--- src/rtl/tsq_pkg.sv ---
// Package: shared encodings for the task synchronization queue.
// Assumes: codes are 2 bits wide and match the documented port values.
package tsq_pkg;

    // Master request operations
    typedef enum logic [1:0] {
        MOP_SUBMIT = 2'd0,
        MOP_DRAIN  = 2'd1,
        MOP_FINISH = 2'd2
    } mop_e;

    // Worker request operations
    typedef enum logic {
        WOP_POLL     = 1'b0,
        WOP_COMPLETE = 1'b1
    } wop_e;

    // Response codes shared by both sides
    typedef enum logic [1:0] {
        RSP_OK    = 2'd0,
        RSP_EMPTY = 2'd1,
        RSP_RETRY = 2'd2
    } rsp_e;

endpackage

--- src/rtl/tsq_fifo.sv ---
// Module: tsq_fifo
// Synchronous first-in first-out store with a visible head entry.
// Assumes: the caller never pushes when full and never pops when empty;
// a push and a pop in the same cycle are both honoured.
module tsq_fifo #(
    parameter int DEPTH = 8,
    parameter int WIDTH = 64
) (
    input  logic             clk,
    input  logic             rst_n,
    input  logic             push_i,
    input  logic [WIDTH-1:0] push_data_i,
    input  logic             pop_i,
    output logic [WIDTH-1:0] head_o,
    output logic             full_o,
    output logic             empty_o
);
    localparam int PW = (DEPTH > 1) ? $clog2(DEPTH) : 1;
    localparam int CW = $clog2(DEPTH + 1);

    logic [WIDTH-1:0] mem [DEPTH];
    logic [PW-1:0]    wr_ptr, rd_ptr;
    logic [CW-1:0]    fill;

    assign full_o  = (fill == CW'(DEPTH));
    assign empty_o = (fill == '0);
    assign head_o  = mem[rd_ptr];

    // Storage write: capture pushed entry at the write pointer
    always_ff @(posedge clk) begin
        if (push_i) mem[wr_ptr] <= push_data_i;
    end

    // Pointer and fill bookkeeping
    always_ff @(posedge clk) begin
        if (!rst_n) begin
            wr_ptr <= '0;
            rd_ptr <= '0;
            fill   <= '0;
        end else begin
            if (push_i) wr_ptr <= (wr_ptr == PW'(DEPTH - 1)) ? '0 : wr_ptr + 1'b1;
            if (pop_i)  rd_ptr <= (rd_ptr == PW'(DEPTH - 1)) ? '0 : rd_ptr + 1'b1;
            if (push_i && !pop_i)      fill <= fill + 1'b1;
            else if (pop_i && !push_i) fill <= fill - 1'b1;
        end
    end

    AST_NO_OVERFLOW: assert property (@(posedge clk) disable iff (!rst_n)
        push_i |-> !full_o);
    AST_NO_UNDERFLOW: assert property (@(posedge clk) disable iff (!rst_n)
        pop_i |-> !empty_o);

endmodule

--- src/rtl/tsq_rr_arb.sv ---
// Module: tsq_rr_arb
// Round-robin arbiter: grants one requester per cycle, starting the search
// at the index after the last winner.
// Assumes: requests are held until granted; the grant is combinational.
module tsq_rr_arb #(
    parameter int N = 4,
    parameter int IW = (N > 1) ? $clog2(N) : 1
) (
    input  logic          clk,
    input  logic          rst_n,
    input  logic [N-1:0]  req_i,
    output logic [N-1:0]  gnt_o,
    output logic [IW-1:0] gnt_idx_o,
    output logic          gnt_any_o
);
    logic [IW-1:0] start;

    // Winner search: first request at or after the start index
    always_comb begin
        gnt_o     = '0;
        gnt_idx_o = '0;
        gnt_any_o = 1'b0;
        for (int i = 0; i < N; i++) begin
            int j;
            j = int'(start) + i;
            if (j >= N) j = j - N;
            if (!gnt_any_o && req_i[j]) begin
                gnt_any_o = 1'b1;
                gnt_idx_o = IW'(j);
                gnt_o[j]  = 1'b1;
            end
        end
    end

    // Start index moves past the latest winner
    always_ff @(posedge clk) begin
        if (!rst_n) start <= '0;
        else if (gnt_any_o)
            start <= (gnt_idx_o == IW'(N - 1)) ? '0 : gnt_idx_o + 1'b1;
    end

    AST_GRANT_ONEHOT: assert property (@(posedge clk) disable iff (!rst_n)
        $onehot0(gnt_o));
    AST_GRANT_HAS_REQ: assert property (@(posedge clk) disable iff (!rst_n)
        (gnt_o & ~req_i) == '0);

endmodule

--- src/rtl/tsq_delay.sv ---
// Module: tsq_delay
// Fixed-latency response line: a record presented in one cycle appears at
// the output LAT cycles after the capturing edge.
// Assumes: LAT >= 1; one record may enter every cycle.
module tsq_delay #(
    parameter int LAT   = 2,
    parameter int WIDTH = 66
) (
    input  logic             clk,
    input  logic             rst_n,
    input  logic             valid_i,
    input  logic [WIDTH-1:0] data_i,
    output logic             valid_o,
    output logic [WIDTH-1:0] data_o
);
    logic [LAT-1:0]   vld;
    logic [WIDTH-1:0] dat [LAT];

    // Valid bits shift with reset
    always_ff @(posedge clk) begin
        if (!rst_n) vld <= '0;
        else begin
            vld[0] <= valid_i;
            for (int k = 1; k < LAT; k++) vld[k] <= vld[k-1];
        end
    end

    // Payload shifts alongside, no reset needed
    always_ff @(posedge clk) begin
        dat[0] <= data_i;
        for (int k = 1; k < LAT; k++) dat[k] <= dat[k-1];
    end

    assign valid_o = vld[LAT-1];
    assign data_o  = dat[LAT-1];

endmodule

--- src/rtl/task_sync_queue.sv ---
// Module: task_sync_queue
// Submission queue written by one master and polled by many workers, plus a
// completion queue written by workers and drained by the master; keeps an
// outstanding-task count and a barrier flag. Responses pass a delay line.
// Assumes: master requests are always accepted; worker requests are held
// until their w_grant bit is seen; all state updates at the accept edge.
module task_sync_queue
    import tsq_pkg::*;
#(
    parameter int NUM_WORKERS     = 4,
    parameter int ID_W            = 16,
    parameter int PTR_W           = 48,
    parameter int SUB_DEPTH       = 8,
    parameter int CMP_DEPTH       = 8,
    parameter int MAX_OUTSTANDING = 1024,
    parameter int RSP_LAT         = 2,
    localparam int DW    = ID_W + PTR_W,
    localparam int IW    = (NUM_WORKERS > 1) ? $clog2(NUM_WORKERS) : 1,
    localparam int CNT_W = $clog2(MAX_OUTSTANDING + 1)
) (
    input  logic                      clk,
    input  logic                      rst_n,
    input  logic                      m_req_valid,
    input  logic [1:0]                m_req_op,
    input  logic [DW-1:0]             m_req_data,
    output logic                      m_rsp_valid,
    output logic [1:0]                m_rsp_code,
    output logic [DW-1:0]             m_rsp_data,
    input  logic [NUM_WORKERS-1:0]    w_req_valid,
    input  logic [NUM_WORKERS-1:0]    w_req_op,
    input  logic [NUM_WORKERS*DW-1:0] w_req_data,
    output logic [NUM_WORKERS-1:0]    w_grant,
    output logic [NUM_WORKERS-1:0]    w_rsp_valid,
    output logic [NUM_WORKERS*2-1:0]  w_rsp_code,
    output logic [NUM_WORKERS*DW-1:0] w_rsp_data,
    output logic [CNT_W-1:0]          outstanding,
    output logic                      barrier_done
);
    localparam int MRW = 2 + DW;
    localparam int WRW = IW + 2 + DW;

    logic          sub_push, sub_pop, sub_full, sub_empty;
    logic          cmp_push, cmp_pop, cmp_full, cmp_empty;
    logic [DW-1:0] sub_head, cmp_head;
    logic [IW-1:0] gidx;
    logic          gany;
    logic          sel_op;
    logic [DW-1:0] sel_data;
    logic          fin_mark;
    logic          cap_hit;
    rsp_e          m_code, w_code;
    logic [DW-1:0] m_data, w_data;
    logic [MRW-1:0] m_rec_out;
    logic [WRW-1:0] w_rec_out;
    logic           w_vld_out;

    tsq_fifo #(.DEPTH(SUB_DEPTH), .WIDTH(DW)) u_sub (
        .clk(clk), .rst_n(rst_n), .push_i(sub_push), .push_data_i(m_req_data),
        .pop_i(sub_pop), .head_o(sub_head), .full_o(sub_full), .empty_o(sub_empty));

    tsq_fifo #(.DEPTH(CMP_DEPTH), .WIDTH(DW)) u_cmp (
        .clk(clk), .rst_n(rst_n), .push_i(cmp_push), .push_data_i(sel_data),
        .pop_i(cmp_pop), .head_o(cmp_head), .full_o(cmp_full), .empty_o(cmp_empty));

    tsq_rr_arb #(.N(NUM_WORKERS), .IW(IW)) u_arb (
        .clk(clk), .rst_n(rst_n), .req_i(w_req_valid), .gnt_o(w_grant),
        .gnt_idx_o(gidx), .gnt_any_o(gany));

    assign sel_op   = w_req_op[gidx];
    assign sel_data = w_req_data[gidx*DW +: DW];
    assign cap_hit  = (outstanding == CNT_W'(MAX_OUTSTANDING));

    // Queue enables: accept only what the queues can take
    assign sub_push = m_req_valid && (m_req_op == MOP_SUBMIT) && !sub_full && !cap_hit;
    assign cmp_pop  = m_req_valid && (m_req_op == MOP_DRAIN) && !cmp_empty;
    assign sub_pop  = gany && (sel_op == WOP_POLL) && !sub_empty;
    assign cmp_push = gany && (sel_op == WOP_COMPLETE) && !cmp_full;

    // Master response record
    always_comb begin
        m_data = '0;
        unique case (m_req_op)
            MOP_SUBMIT: m_code = sub_push ? RSP_OK : RSP_RETRY;
            MOP_DRAIN: begin
                m_code = cmp_empty ? RSP_EMPTY : RSP_OK;
                if (!cmp_empty) m_data = cmp_head;
            end
            MOP_FINISH: m_code = RSP_OK;
            default:    m_code = RSP_RETRY;
        endcase
    end

    // Worker response record for the granted worker
    always_comb begin
        w_data = '0;
        if (sel_op == WOP_POLL) begin
            w_code = sub_empty ? RSP_EMPTY : RSP_OK;
            if (!sub_empty) w_data = sub_head;
        end else begin
            w_code = cmp_full ? RSP_RETRY : RSP_OK;
        end
    end

    // Outstanding count and end-of-submission mark
    always_ff @(posedge clk) begin
        if (!rst_n) begin
            outstanding <= '0;
            fin_mark    <= 1'b0;
        end else begin
            if (sub_push && !cmp_push)      outstanding <= outstanding + 1'b1;
            else if (cmp_push && !sub_push) outstanding <= outstanding - 1'b1;
            if (sub_push) fin_mark <= 1'b0;
            else if (m_req_valid && m_req_op == MOP_FINISH) fin_mark <= 1'b1;
        end
    end

    assign barrier_done = fin_mark && (outstanding == '0);

    tsq_delay #(.LAT(RSP_LAT), .WIDTH(MRW)) u_mdly (
        .clk(clk), .rst_n(rst_n), .valid_i(m_req_valid), .data_i({m_code, m_data}),
        .valid_o(m_rsp_valid), .data_o(m_rec_out));

    tsq_delay #(.LAT(RSP_LAT), .WIDTH(WRW)) u_wdly (
        .clk(clk), .rst_n(rst_n), .valid_i(gany), .data_i({gidx, w_code, w_data}),
        .valid_o(w_vld_out), .data_o(w_rec_out));

    assign m_rsp_code = m_rec_out[DW +: 2];
    assign m_rsp_data = m_rec_out[DW-1:0];

    // Worker response fan-out: valid to the addressed worker only
    generate
        for (genvar g = 0; g < NUM_WORKERS; g++) begin : g_wrsp
            assign w_rsp_valid[g]           = w_vld_out && (w_rec_out[WRW-1 -: IW] == IW'(g));
            assign w_rsp_code[2*g +: 2]     = w_rec_out[DW +: 2];
            assign w_rsp_data[g*DW +: DW]   = w_rec_out[DW-1:0];
        end
    endgenerate

    AST_CNT_STEP: assert property (@(posedge clk) disable iff (!rst_n)
        1'b1 |=> (outstanding == $past(outstanding)) ||
                 (outstanding == $past(outstanding) + 1'b1) ||
                 ($past(outstanding) == outstanding + 1'b1));
    AST_CNT_CAP: assert property (@(posedge clk) disable iff (!rst_n)
        outstanding <= CNT_W'(MAX_OUTSTANDING));
    AST_ONE_TARGET: assert property (@(posedge clk) disable iff (!rst_n)
        $onehot0(w_rsp_valid));
    AST_DONE_IDLE: assert property (@(posedge clk) disable iff (!rst_n)
        barrier_done |-> (outstanding == '0));
    AST_RSP_SOURCE: assert property (@(posedge clk) disable iff (!rst_n)
        m_rsp_valid |-> (m_rsp_code != 2'd3));

endmodule

--- config.mk ---
export PLATFORM = sky130hd
export DESIGN_NAME = task_sync_queue
export DESIGN_NICKNAME = d
export VERILOG_FILES = /design/src/rtl/tsq_pkg.sv /design/src/rtl/tsq_fifo.sv /design/src/rtl/tsq_rr_arb.sv /design/src/rtl/tsq_delay.sv /design/src/rtl/task_sync_queue.sv
export SDC_FILE = /design/constraint.sdc
export NUM_CORES = 1
export LEC_CHECK = 0
export CORE_UTILIZATION = 62
export CTS_CLUSTER_DIAMETER = 80
export CTS_CLUSTER_SIZE = 10
export DETAILED_ROUTE_END_ITERATION = 16
export DONT_BUFFER_PORTS = 1
export PLACE_DENSITY = 0.79
export SLEW_MARGIN = 20
export SYNTH_ARGS = -nofsm -noshare
export SYNTH_HDL_FRONTEND = slang
export SYNTH_HIERARCHICAL = 1
export SYNTH_SLANG_ARGS = --single-unit
--- constraint.sdc ---
create_clock -name clk -period 10.4 [get_ports clk]
set_clock_uncertainty 0.15 [all_clocks]
set_input_delay 2.08 -clock clk [delete_from_list [all_inputs] [get_ports clk]]
set_output_delay 2.08 -clock clk [all_outputs]
set_load 0.01 [all_outputs]
==> results of run 1 <==
[kinds of logic (layout without fill, tap and decap cells)]
family / count (synthesis) / count (layout) / share of synthesized area
fa+ha+maj: 38 / 38 / 0.009624
xor+xnor: 7 / 7 / 0.001185
flops: 1336 / 1336 / 0.7150
compound gates: 70 / 70 / 0.009214
buf+inv: 456 / 324 / 0.06244
simple gates: 273 / 273 / 0.03042
other cells: 0 / 10 / 0
mux: 467 / 467 / 0.1721
[routing by layer]
| metal | vias up | wire length, um | global-route usage |
|---|---|---|---|
| met4 | 4 | 2957 | 0.09279 |
| met2 | 1034 | 53510 | 0.4282 |
| met1 | 11810 | 36810 | 0.2876 |
| li1 | 9537 | - | - |
| met3 | 229 | 7846 | 0.06444 |
| met5 | - | 34 | 0 |
[worst max path at each step]
stage	slack [ps]	start	cells after the start	endpoint
global placement	3480	w_req_valid[3]	15	u_sub/fill[3]
detailed placement	3210	w_req_valid[3]	15	u_sub/fill[3]
floorplan	1380	w_req_valid[2]	10	u_cmp/mem[0][0]
finish	3990	w_req_valid[3]	15	u_sub/fill[3]
global route	3710	register	17	u_sub/fill[3]
CTS	3970	w_req_valid[3]	15	u_sub/fill[3]
[power breakdown]
part	internal [mW]	total, mW	switching [mW]
Combinational	1.44	3.33	1.89
Clock	2.77	4.71	1.94
Sequential	7.01	7.52	0.508
[stage by stage]
stage	power, mW	cells	util	cell area, sq um
after detailed placement	10.96	3309	0.6108	50320
after CTS	15.71	3584	0.6641	54710
after global routing	16.22	3588	0.6647	54750
final	15.55	3595	0.6649	54770
after global placement	10.79	3309	0.6108	50320
after floorplan	10.42	2647	-	51740
[layout by cell type (no fill, tap or decap), types with 15 or more instances in the layout]
master and count:
edfxtp_1 1024, mux4_2 324, dfxtp_1 306, clkbuf_16 154, and2_1 146, mux2_2 129
clkbuf_1 110, ha_1 35, buf_4 30, nand2_1 24, a21oi_1 19, nor2_1 18
inv_1 15
[sequential cells by signal (all words and copies together), names as in the netlist, 4 cells and up, named ones only]
name / flops
u_cmp/fill: 4
outstanding: 11
u_cmp/mem: 512
u_wdly/dat: 136
u_sub/mem: 512
u_mdly/dat: 132
u_sub/fill: 4
[final cells by class]
| type | instances | area (sq um) |
|---|---|---|
| fill | 4999 | 27610 |
| multi-input combinational | 855 | 11660 |
| tap | 1070 | 1339 |
| timing repair buffer | 33 | 275.3 |
| antenna | 10 | 25.02 |
| inverter | 16 | 60.06 |
| clock buffer | 264 | 4267 |
| clock inverter | 11 | 123.9 |
| sequential | 1336 | 37020 |
==> run_results.csv, run 1 <==
group,metric,value,unit
setup_path,crit_family,"multiplexers",
clock_network,cts_num_sinks,1336,
placed_design,pre_cts_slack,3207,ps
clock_network,clock_path_buffers,3,
yosys,ys_warn_count,6,
setup_path,cp_data_arrival_time,6900,ps
grt,grt_max_degree,79,
route,viasPerCell,6.289,
setup_path,required,10900,ps
yosys,netlist_area,51740,sq um
floorplanning,start_util,0.6281,
clock_network,clk_pin_slew,60,ps
sta,worst_slew_pin_slew,1115,ps
setup_path,slowest_stage,"a211o_4",
grt,grt_pass1_vias,24840,
sta,setup_slack,3994,ps
clock_network,post_cts_buffers,0,
floorplanning,rows,105,
setup_path,path_buf_inv,3,
yosys,synth_edf_count,1024,
placed_design,gp_congestion,0.7867,
grt,grt_first_pass_wirelength,151900,um
route,finalWirelength,101200,um
hold_path,whs_path_depth,0,
sta,max_clock_freq,0.1561,GHz
yosys,syn_avg_cell_area,19.55,sq um
yosys,syn_nets,3018,
setup_path,reg2reg_slack,4060,ps
floorplanning,core_area,82370,sq um
setup_path,rr_worst_depth,17,
yosys,synthTopCellsByArea,"edfxtp_1, mux4_2, dfxtp_1",
route,drtAntennaViolNets,0,
setup_path,worst_setup_path_start_kind,"primary input",
setup_path,worstSetupEndpointType,"register",
setup_path,critPathMaxFanout,68,
grt,grt.overflow.total,0,
layout,area_growth,5.847,%
grt,antenna_found_initial,16,
yosys,yosysTopAreaCell,"edfxtp_1",
layout,nets,2764,
yosys,synthCells,2647,
yosys,synth-seq-area-share,0.7150,
floorplanning,die_height,290.9,um
route,drc_errors,0,
placed_design,dp_hpwl,56790,um
yosys,yosys_most_used_dff,"edfxtp_1",
clock_network,clk_root_buffer_cell,"clkbuf_16",
route,wire_per_inst,28.14,um
yosys,ys_seq_elements,1336,
hold_path,holdPathEnd,"u_wdly/dat[0][130]",
clock_network,insertion_delay,720,ps
clock_network,cts_buffers,151,
clock_network,cts-htree-levels,4,
route,initialDrtViolationCount,1700,
floorplanning,design.portCount,684,
power,ir_drop,200.6,uV
floorplanning,die_w,290.9,um
setup_path,cp_cell_sequence,"mux4_2 -> nor4_1 -> a211o_4 -> mux4_2 -> nor2_4 -> buf_4 -> and2_1 -> inv_1 -> ha_1 -> inv_1 -> ha_1 -> a21oi_1 -> a211oi_1 -> a31oi_1 -> mux2i_1",
status,outcome,"completed",
run,maxCapViolCount,0,
sta,drv_slew,0,
sta,setup_viol,0,
yosys,synthArstFlopShare,0,
clock_network,cts_tree,"yes",
setup_path,slowest_delay,720,ps
route,first_pass_iters,8,
sta,fin_tns_setup,0,ps
setup_path,critPathKind,"in -> reg",
power,p_per_area,284.0,nW/um^2
sta,slew_headroom,0.2564,
route,vias,22610,
power,leakagePower,17.55,nW
grt,track_usage,0.2438,
hold_path,hold_path_startpoint,"u_wdly/dat[0][62]",
yosys,synthTopCellsByCount,"edfxtp_1, buf_4, mux4_2, dfxtp_1, and2_1",
placed_design,port-buffer-count,0,
clock_network,postCtsResizedCells,0,
sta,period_minus_slack,6406,ps
floorplanning,die-area,84610,sq um
yosys,yosysMostFrequentCell,"edfxtp_1",
hold_path,hold_class,"reg -> reg",
yosys,yosysUniqueCellTypes,60,
sta,rsz0062_at_grt,"no",
yosys,synth_top_cell_area_share,0.5943,
setup_path,r2r_end,"u_sub/fill[3]",
layout,drive_gt1_frac,0.2708,
sta,finalCritPeriodShare,0.6160,
clock_network,ctsHoldBuffers,0,
sta,hold_viol,0,
sta,holdWs,162.9,ps
Power figures use the tool's default switching activity.
==> run 2: changes to the inputs <==
==> constraint.sdc (replaced) <==
create_clock -name clk -period 6.3 [get_ports clk]
set_clock_uncertainty 0.15 [all_clocks]
set_input_delay 1.26 -clock clk [delete_from_list [all_inputs] [get_ports clk]]
set_output_delay 1.26 -clock clk [all_outputs]
set_load 0.01 [all_outputs]
==> run_results.csv, run 2 (synthesis gave the netlist of run 1 again) <==
group,metric,value,unit
setup_path,crit_family,"simple AND/OR/NAND/NOR gates",
setup_path,worstSetupEndpointType,"register",
clock_network,clk_pin_slew,60,ps
clock_network,post_cts_buffers,0,
floorplanning,design.portCount,684,
clock_network,clock_path_buffers,3,
grt,antenna_found_initial,9,
sta,setup_slack,863.3,ps
sta,max_clock_freq,0.1839,GHz
power,leakagePower,17.69,nW
layout,area_growth,6.580,%
setup_path,required,6760,ps
setup_path,cp_cell_sequence,"inv_1 -> ha_1 -> mux4_2 -> nor2b_2 -> o21ai_2 -> nand2_4 -> mux4_2 -> nand3b_1 -> ha_1 -> inv_1 -> ha_1 -> o211a_1 -> nor2b_1 -> a211oi_1 -> nor4bb_1 -> nand2_1",
placed_design,pre_cts_slack,960.8,ps
floorplanning,die_w,290.9,um
power,power,26.00,mW
setup_path,cp_data_arrival_time,5900,ps
sta,slew_headroom,0.2321,
setup_path,path_buf_inv,2,
route,wire_per_inst,28.89,um
route,drtAntennaViolNets,0,
route,vias,22900,
clock_network,insertion_delay,740,ps
sta,worst_slew_pin_slew,1152,ps
run,maxCapViolCount,0,
sta,finalCritPeriodShare,0.8630,
clock_network,cts-htree-levels,4,
grt,grt_first_pass_wirelength,155300,um
route,initialDrtViolationCount,1907,
placed_design,dp_hpwl,57020,um
hold_path,hold_class,"reg -> reg",
placed_design,gp_congestion,0.7775,
grt,grt.overflow.total,0,
clock_network,postCtsResizedCells,0,
setup_path,worst_setup_path_start_kind,"register",
setup_path,cp_common_cell,"ha_1",
layout,final_common_cell,"edfxtp_1",
setup_path,slowest_stage,"dfxtp_1",
clock_network,clk_root_buffer_cell,"clkbuf_16",
setup_path,critPathKind,"reg -> reg",
sta,setup_viol,0,
sta,hold_viol,0,
layout,layout_common_cells,"edfxtp_1, mux4_2, dfxtp_1",
floorplanning,die-area,84610,sq um
power,ir_drop,420.9,uV
floorplanning,core_area,82370,sq um
floorplanning,rows,105,
sta,rsz0062_at_grt,"no",
grt,grt_pass1_vias,24820,
grt,grt_max_degree,97,
route,finalWirelength,104300,um
route,viasPerCell,6.341,
sta,drv_slew,0,
clock_network,cts_buffers,151,
status,outcome,"completed",
clock_network,ctsHoldBuffers,0,
clock_network,cts_num_sinks,1336,
route,drc_errors,0,
sta,fin_tns_setup,0,ps
layout,drive_gt1_frac,0.2761,
placed_design,port-buffer-count,0,
setup_path,critPathMaxFanout,17,
floorplanning,die_height,290.9,um
setup_path,slowest_delay,770,ps
sta,period_minus_slack,5437,ps
grt,track_usage,0.2504,
clock_network,cts_tree,"yes",
layout,fin_area,55150,sq um
layout,nets,2779,
route,first_pass_iters,5,
placed_design,dpl_cell_area,50650,sq um
power,p_per_area,471.5,nW/um^2
layout,top_regs,"u_cmp/mem (512), u_sub/mem (512), u_wdly/dat (136)",
floorplanning,start_util,0.6281,
[run 2: final cells by class]
class	count	area, sq um
Multi-Input combinational cell	855	11690
Tap cell	1070	1339
Antenna cell	9	22.52
Timing Repair Buffer	48	551.8
Inverter	16	60.06
Sequential cell	1336	37020
Clock inverter	8	100.1
Clock buffer	269	4370
Fill cell	4922	27230
[run 2: metrics by stage]
step,cells,util,hold slack [ps]
6_report,3611,0.6695,167.7
5_1_grt,3610,0.6694,176.8
4_1_cts,3602,0.6692,161.2
3_5_place_dp,3325,0.6149,162.1
3_3_place_gp,3325,0.6149,159.6
2_1_floorplan,2647,-,159.6
[run 2: final timing paths]
check	startpoint	end	slack, ps	depth (start not counted)
max	register	outstanding[10]	860	16
max reg2reg	register	outstanding[10]	860	16
min	u_mdly/dat[0][24]	u_mdly/dat[0][90]	170	0
min reg2reg	u_mdly/dat[0][24]	u_mdly/dat[0][90]	170	0
[run 2: where the power goes]
group          internal, mW  switching, mW  total (mW)
Clock                  4.67           3.26        7.93
Sequential             11.6          0.907        12.5
Combinational          2.47           3.13        5.61
[run 2: per-layer routing]
metal  up-vias  GRT usage  wire length, um
met5         -          0               29
met4         4     0.1043             3598
met3       237    0.06643             8157
met2      1136     0.4367            55110
met1     11950     0.2945            37430
li1       9567          -                -
[run 2: worst reg2reg max path, delay by kind of cell, from the launching register on]
family / cells / cell delay (ps)
muxes: 2 / 1000
AOI/OAI and AO/OA: 3 / 490
adders and majority gates: 3 / 1170
and+or+nand+nor: 6 / 1270
buffers and inverters: 2 / 470
DFF: 1 / 770
